<file path="src/rtl/rle_expander.sv">
module rle_expander #(
  parameter int BYTE_W = 8
) (
  input  logic              clk,
  input  logic              rst_n,
  input  logic              in_valid,
  input  logic              in_cmd,
  input  logic [BYTE_W-1:0] in_byte,
  output logic              in_ready,
  output logic              out_valid,
  output logic [BYTE_W-1:0] out_byte,
  input  logic              out_ready,
  output logic              adr_valid,
  output logic [BYTE_W-2:0] adr_value
);
  localparam int FLD_W = BYTE_W - 1;

  logic [FLD_W-1:0] pend;
  logic [FLD_W-1:0] rem;

  wire take  = in_valid && in_ready;
  wire drain = out_valid && out_ready;

  assign in_ready = !out_valid || (out_ready && rem == '0);

  always_ff @(posedge clk) begin
    if (!rst_n) begin
      pend      <= '0;
      rem       <= '0;
      out_valid <= 1'b0;
      out_byte  <= '0;
      adr_valid <= 1'b0;
      adr_value <= '0;
    end else begin
      adr_valid <= 1'b0;
      if (drain) begin
        if (rem != '0) rem <= rem - 1'b1;
        else           out_valid <= 1'b0;
      end
      if (take) begin
        if (in_cmd) begin
          if (in_byte[BYTE_W-1]) begin
            adr_valid <= 1'b1;
            adr_value <= in_byte[FLD_W-1:0];
            pend      <= '0;
          end else begin
            pend <= in_byte[FLD_W-1:0];
          end
        end else begin
          out_valid <= 1'b1;
          out_byte  <= in_byte;
          rem       <= pend;
          pend      <= '0;
        end
      end
    end
  end
endmodule

</file>
<file path="config.mk">
export PLATFORM = sky130hd
export DESIGN_NAME = rle_expander
export DESIGN_NICKNAME = d
export VERILOG_FILES = /design/src/rtl/rle_expander.sv
export SDC_FILE = /design/constraint.sdc
export NUM_CORES = 1
export LEC_CHECK = 0
export ABC_AREA = 1
export BUFFER_PORTS_ARGS = -buffer_cell sky130_fd_sc_hd__buf_2
export CORE_MARGIN = 10
export CORE_UTILIZATION = 54
export DETAILED_ROUTE_END_ITERATION = 12
export PLACE_DENSITY = 0.85
export SETUP_SLACK_MARGIN = 0.1
export SLEW_MARGIN = 20
export SYNTH_ARGS = -nofsm -noshare
export SYNTH_HDL_FRONTEND = slang
export SYNTH_SLANG_ARGS = --single-unit
</file>
<file path="constraint.sdc">
create_clock -name clk -period 2.06 [get_ports clk]
set_clock_uncertainty 0.2 [all_clocks]
set_input_delay 0.206 -clock clk [delete_from_list [all_inputs] [get_ports clk]]
set_output_delay 0.206 -clock clk [all_outputs]
set_load 0.1 [all_outputs]
</file>
# --- Word-level counts from Yosys, hierarchy flattened ---
# Cells that the tools add are included.
totals:
  latchBits: 0
  mem_bits_rw: 0
  output_inout_bits: 18
  mem_count: 0
  regBits: 31
  input_bits: 13
  word_cells: 29
  rom_bits: 0
classes:
  div: 0
  reduce_logical: 10
  n_lt_le_gt_ge: 0
  n_mux: 11
  bitwise_logic: 1
  shift: 0
  multipliers: 0
  add_sub_neg: 1
  eq_ne: 0
op_table:
  columns: ["operator", "count"]
  rows:
  - ["$mux W7", 6]
  - ["$logic_not A7 Y1", 1]
  - ["$reduce_bool A7 Y1", 1]
  - ["$sub A7 B1 Y7 const B", 1]
  - ["$reduce_and A3 Y1", 2]
  - ["$mux W1", 5]
  - ["$logic_and A1 B1 Y1", 3]
  - ["$reduce_and A2 Y1", 1]
  - ["$logic_not A1 Y1", 1]
  - ["$logic_or A1 B1 Y1", 1]
  - ["$not A1 Y1", 1]

# --- Longest topological paths before layout ---
# Gate-level depths: netlist of the first run.
logic_depth:
  word_depth: 5
  mapped_depth: 12

# --- Least setup slack after synthesis of the first run ---
# OpenSTA, ideal clock, no wires.
synth_path:
  kind: "reg2reg"
  from: "reg out_valid"
  to: "reg rem[6]"
  setup_ns: 0.064
  stages_incl_launch_ff: 5
  slack_ns: -0.524
  arrival_time_ns: 2.320
  period_less_slack_ns: 2.584
  cell_sequence: "dfxtp_1 -> nand2_1 -> nand4_1 -> nand2_1 -> nor2_1"
synth_via:
  elab_chain_len: 4
  word_cells_on_any_way: 7
  classes_between: "mux: 3; reduce/logical: 4"
synth_rtl:
  columns: ["item", "line", "text"]
  rows:
  - ["start, declared", "10", "output logic out_valid,"]
  - ["start signal, assigned", "30", "out_valid <= 1'b0;"]
  - ["start signal, assigned", "38", "else out_valid <= 1'b0;"]
  - ["start signal, assigned", "50", "out_valid <= 1'b1;"]
  - ["$logic_not A1 Y1", "24", "assign in_ready = !out_valid || (out_ready && rem == '0);"]
  - ["$logic_or A1 B1 Y1", "24", null]
  - ["named net in_ready", "9", "output logic in_ready,"]
  - ["$logic_and A1 B1 Y1", "21", "wire take = in_valid && in_ready;"]
  - ["$mux W7", "40", "if (take) begin"]
  - ["end signal, assigned", "37", "if (rem != '0) rem <= rem - 1'b1;"]
  - ["end signal, assigned", "52", "rem <= pend;"]
  - ["end, declared", "19", "logic [FLD_W-1:0] rem;"]
# The timed path passes the listed nets, and every way through them passes these cells.
# A chain may end at the register's enable or synchronous reset.

# --- Final worst setup path of the first run ---
layout_path:
  from: "reg rem[1]"
  to: "out in_ready"
layout_via:
  elab_chain_len: 3
layout_rtl:
  columns: ["item", "line"]
  rows:
  - ["$logic_not A7 Y1", "24"]
  - ["$logic_and A1 B1 Y1", "24"]
  - ["$logic_or A1 B1 Y1", "24"]
  - ["end, declared", "9"]
# No other way between the ends.

==> results of run 1 <==
[what timing repair did]
item / 4_1_cts / 5_1_grt
buffers inserted: 1 / 3
hold buffers: 8 / 0
gates cloned: 0 / 1
endpoints found under the setup margin: 2 / 23
endpoints found under the hold margin: 16 / 0
pin swaps: 1 / 4
gates resized for setup: 1 / 9
[sequential cells by signal (all words and copies together) (netlist names)]
register and flops:
out_byte 8, adr_value 7, pend 7, rem 7, adr_valid 1, out_valid 1
[stage by stage]
step | instance area (µm²) | hold WS, ns | utilization (%) | setup slack [ns] | power, W
floorplan | 1624 | 0.1409 | - | 0.2234 | 0.001100
global placement | 1782 | 0.2624 | 63.51 | 0.2152 | 0.001178
detailed placement | 1782 | 0.2675 | 63.51 | 0.1525 | 0.001189
CTS | 1911 | 0.08729 | 68.11 | 0.1100 | 0.001512
global route | 1971 | 0.1148 | 70.25 | 0.07512 | 0.001621
finish | 1971 | 0.09401 | 70.25 | 0.1395 | 0.001538
[power by group]
group          total [W]  switching (W)  leakage, nW  internal (W)
Sequential      0.000685      0.0000348        0.256      0.000650
Clock           0.000316       0.000195       0.0242      0.000121
Combinational   0.000537       0.000393        0.852      0.000145
[routing by layer]
layer  track usage [%]  vias up  share of wire (%)
li1                  -      853                  -
met1             15.48      697                 41
met2             26.51       56                 49
met3             4.993       13                7.4
met4             7.563        0                2.2
met5                 0        -                  0
[how the worst min path moves through the flow]
| stage | start | to | slack [ns] | depth (start not counted) |
|---|---|---|---|---|
| 2_1_floorplan | in_byte[2] | out_byte[2] | 0.14 | 2 |
| 3_3_place_gp | in_byte[0] | out_byte[0] | 0.26 | 3 |
| 3_5_place_dp | pend[1] | rem[1] | 0.27 | 2 |
| 4_1_cts | in_valid | rem[6] | 0.09 | 4 |
| 5_1_grt | rst_n | rem[2] | 0.11 | 3 |
| 6_report | rst_n | out_valid | 0.09 | 3 |
[area by class of cell]
class | count | area (µm²) | share of cell area, %
clock buffer | 6 | 41.29 | 2.095
inverter | 44 | 167.7 | 8.508
multi-input combinational | 179 | 820.8 | 41.65
sequential | 31 | 626.9 | 31.81
tap | 31 | 38.79 | 1.968
timing repair buffer | 42 | 275.3 | 13.97
[worst max-delay path, cell delays in order, from the launching register on]
cell     delay (ns)
dfxtp_4        0.37
inv_4          0.07
ha_4           0.13
inv_2          0.04
nor2_4         0.12
nand4_1        0.14
nand2_2        0.13
buf_12         0.18
[logic make-up after synthesis]
| logic type | synth area share, % |
|---|---|
| fa+ha+maj | 1.544 |
| flops | 38.30 |
| simple gates | 45.95 |
| compound gates | 0.6172 |
| buf+inv | 13.05 |
| xor+xnor | 0.5406 |
[cell usage in the layout, fill, tap and decap left out, types with 3 or more instances in the layout]
master	count
inv_2	3
nand2_2	3
clkbuf_4	5
dfxtp_1	28
nand2_1	88
buf_4	4
nand4_1	7
inv_1	40
nor2_1	59
buf_2	29
nand3_1	8
dlygate4sd3_1	8
[cells in the mapped netlist, drive strengths merged]
library cell and instances:
inv 44, xor2 1, a21oi 1, nand3 10, nand4 9, nand2 92, ha 2, dfxtp 31
buf 7, nor2 62, o21ai 1
==> out/results.tsv, run 1 <==
stage	metric	value	unit
die	die_h	74.78	µm
critical_path	reg2regPathDepth	10	
grt	grt_usage	14.96	%
finish	drive_gt1_share	19.54	%
die	die_w	74.78	µm
pwr	ir_drop	703.2	µV
run	maxCapViolations	0	
critical_path	start_kind	flop	
die	initial_core_util	57.76	%
drt	firstDrtPassIters	4	
synth	yosysTopAreaCellShare	38.30	%
synth	ys_types	19	
critical_path	crit_arrival	1.51	ns
die	io_pins	31	
clocking	cts_num_sinks	31	
finish	fin_cells	333	
sta	max_freq	520.7	MHz
sta	finalSetupViolCount	0	
finish	fill_cells	255	
synth	synth_top_area_cell	dfxtp_1	
critical_path	crit_start	rem[1]	
run_status	status	finished, final reports clean	
critical_path	reg2reg_to	rem[0]	
synth	syn_nets	275	
synth	synth_seq_cells	31	
placed_design	place.gp.congestion	0.7893	
critical_path	critPathKind	reg2out	
sta	hold_violations	0	
placed_design	hpwlAfterDp	2.616	mm
placed_design	dp_cells	314	
pwr	p_leak	1.133	nW
drt	routed_wl	3.997	mm
sta	final_max_slew_viol_count	0	
clocking	cts_buffers	5	
drt	avgRoutedWirePerCell	12.00	µm
drt	via_per_inst	4.862	
die	placementRows	19	
grt	grt_pass1_vias	1563	
sta	period_share	93.23	%
clocking	cts_max_level	2	
grt	grt_max_degree	28	
clocking	cts_tree	built	
finish	antenna_cells	0	
critical_path	rrSetupSlack	0.19	ns
grt	antenna_found_initial	0	
sta	slew_headroom	66.78	%
synth	syn_area	0.001620	mm²
sta	setup-tns-final	0	ns
synth	synth_area_leaders	dfxtp_1 (38%), nand2_1 (21%), nor2_1 (14%)	
clocking	clock_latency	0.34	ns
grt	grt_overflow	0	
die	coreArea	0.002805	mm²
die	die_area	0.005591	mm²
clocking	clkTransAtPathRegs	0.09	ns
hold_path	hp-class	in2reg	
critical_path	rr_startpoint	rem[1]	
synth	ys_seq_area_share	38.30	%
pwr	power_density	780.3	mW/mm²
sta	layout_min_cycle_time	1.920	ns
finish	area_delta_synth_final	21.62	%
finish	nNetsFinal	318	
grt	grt_pass1_wl	6.624	mm
drt	vias	1619	
synth	syn_area_per_cell	6.232	µm²
placed_design	io_buffers	30	
critical_path	endpoint	in_ready	
synth	yosys_warnings	0	
drt	postRouteAntennaNets	0	
synth	postSynthCellCount	260	
sta	tightest_slew	0.5017	ns
critical_path	cp_data_required_time	1.65	ns
drt	drtIter0Drc	73	
critical_path	end_kind	output port	
sta	rsz0062_at_grt	false	
drt	route.detailed.drc	0	
clocking	root_buffer	clkbuf_4	
critical_path	crit_path_max_fanout	4	
clocking	cts_buffer_depth	2	
Power figures use the tool's default switching activity.
==> run 2: changes to the inputs <==
clock period = 2.2 ns   (was 2.06 ns; I/O delays follow)
==> out/results.tsv, run 2 (synthesized netlist as in run 1, its figures left out) <==
stage	metric	value	unit	change
drt	route.detailed.drc	0		unchanged
critical_path	critPathKind	reg2out		
clocking	clock_latency	0.33	ns	about the same
clocking	cts_buffers	5		unchanged
grt	grt_pass1_vias	1617		+3.5%
sta	setup-tns-final	0	ns	unchanged
finish	ff_latch_area	621.8	µm²	-0.80%
finish	top_register	out_byte		
sta	hold_violations	0		unchanged
die	die_w	74.78	µm	unchanged
drt	drtIter0Drc	78		+6.8%
die	die_area	0.005591	mm²	unchanged
pwr	ir_drop	575.4	µV	-18%
die	die_h	74.78	µm	unchanged
sta	tightest_slew	0.4946	ns	-0.007150 ns
sta	layout_min_cycle_time	1.992	ns	
die	placementRows	19		unchanged
critical_path	crit_arrival	1.57	ns	+0.06 ns
critical_path	end_kind	output port		
clocking	cts_tree	built		
die	io_pins	31		unchanged
placed_design	dp_cells	314		unchanged
finish	fin_cells	330		-0.90%
critical_path	cp_data_required_time	1.78	ns	+0.13 ns
finish	final_common_cell	nand2_1		
drt	vias	1558		-3.8%
drt	via_per_inst	4.721		-2.9%
pwr	power_density	738.1	mW/mm²	-5.4%
finish	fill_cells	243		-4.7%
finish	area_delta_synth_final	18.38	%	
finish	antenna_cells	0		unchanged
finish	nNetsFinal	315		-0.94%
sta	finalSetupViolCount	0		unchanged
finish	largest_reg_flops	8		unchanged
clocking	root_buffer	clkbuf_4		
die	coreArea	0.002805	mm²	unchanged
clocking	cts_max_level	2		unchanged
clocking	cts_num_sinks	31		unchanged
run	maxCapViolations	0		unchanged
finish	drive_gt1_share	16.72	%	-2.8 points
grt	grt_max_degree	28		unchanged
grt	grt_pass1_wl	6.679	mm	+0.83%
sta	max_freq	502.0	MHz	
grt	antenna_found_initial	0		unchanged
grt	grt_overflow	0		unchanged
sta	slew_headroom	67.26	%	+0.47 points
hold_path	hp-class	in2reg		
clocking	cts_buffer_depth	2		unchanged
grt	grt_usage	14.88	%	-0.070 points
drt	routed_wl	3.708	mm	-7.2%
critical_path	crit_path_max_fanout	4		unchanged
sta	final_max_slew_viol_count	0		unchanged
critical_path	start_kind	flop		
placed_design	place.gp.congestion	0.7914		+0.27%
placed_design	hpwlAfterDp	2.564	mm	-2.0%
sta	rsz0062_at_grt	true		
drt	postRouteAntennaNets	0		unchanged
finish	final_util	68.38	%	-1.9 points
finish	multi_input_area	803.3	µm²	-2.1%
die	initial_core_util	57.76	%	unchanged
sta	period_share	90.54	%	
run_status	status	finished, final reports clean		
drt	firstDrtPassIters	4		unchanged
pwr	p_leak	1.114	nW	-1.7%
finish	mostFrequentLayoutCells	nand2_1 (88), nor2_1 (59), inv_1 (43), dfxtp_1 (30), buf_2 (29)		
placed_design	io_buffers	30		unchanged
drt	avgRoutedWirePerCell	11.24	µm	-6.4%
clocking	clkTransAtPathRegs	0.09	ns	about the same
run 2: changes by cell type in the layout (fill, tap and decap cells not counted), sizes merged:
cell	previous run	this run
buf	34	31
run 2: what timing repair did:
item                                    in CTS  in global routing
endpoints found under the hold margin       16                  0
resized for setup                            2                  1
endpoints found under the setup margin       1                  9
hold buffers                                 8                  0
gates cloned                                 0                  1
setup buffers                                0                  1
pin swaps                                    0                  1
run 2: metal layers:
metal | GRT usage (%) | part of all wire [%] | vias up
met5 | 0 | 0 | -
li1 | - | - | 845
met4 | 7.353 | 2.0 | 0
met1 | 15.36 | 42 | 677
met2 | 26.13 | 50 | 28
met3 | 5.519 | 6.3 | 8
run 2: metrics by stage:
step / hold slack (ns) / setup WS [ns] / power, W / cell area [µm²]
after global placement: 0.2671 / 0.3228 / 0.001097 / 1767
after CTS: 0.1118 / 0.1048 / 0.001411 / 1894
after detailed placement: 0.2660 / 0.2835 / 0.001104 / 1767
final: 0.1112 / 0.2081 / 0.001416 / 1918
after floorplan: 0.1549 / 0.3634 / 0.001030 / 1624
after global routing: 0.1381 / 0.09207 / 0.001504 / 1918
run 2: layout make-up:
class | count | area share, %
tap | 31 | 2.022
inverter | 44 | 8.611
clock buffer | 6 | 2.153
timing repair buffer | 39 | 12.92
sequential | 31 | 32.42
multi-input combinational | 179 | 41.88
run 2: worst paths after layout:
path | from | slack [ns] | end | depth (start not counted)
worst max-delay path | rem[0] | 0.21 | in_ready | 7
worst min-delay path | rst_n | 0.11 | out_valid | 3
worst max register to register | rem[0] | 0.30 | out_byte[2] | 9
worst min register to register | pend[2] | 0.29 | rem[2] | 2
run 2: critical path: stages (launching register included):
cell and delay [ns]:
dfxtp_1 0.34, inv_1 0.11, ha_1 0.15, inv_1 0.04, nor2_2 0.13, nand4_1 0.13
nand2_2 0.13, buf_8 0.20
run 2: where the power goes:
part	switching [W]	leakage (nW)	internal (W)
sequential	0.0000295	0.255	0.000608
clock	0.000188	0.0242	0.000113
combinational	0.000356	0.834	0.000121
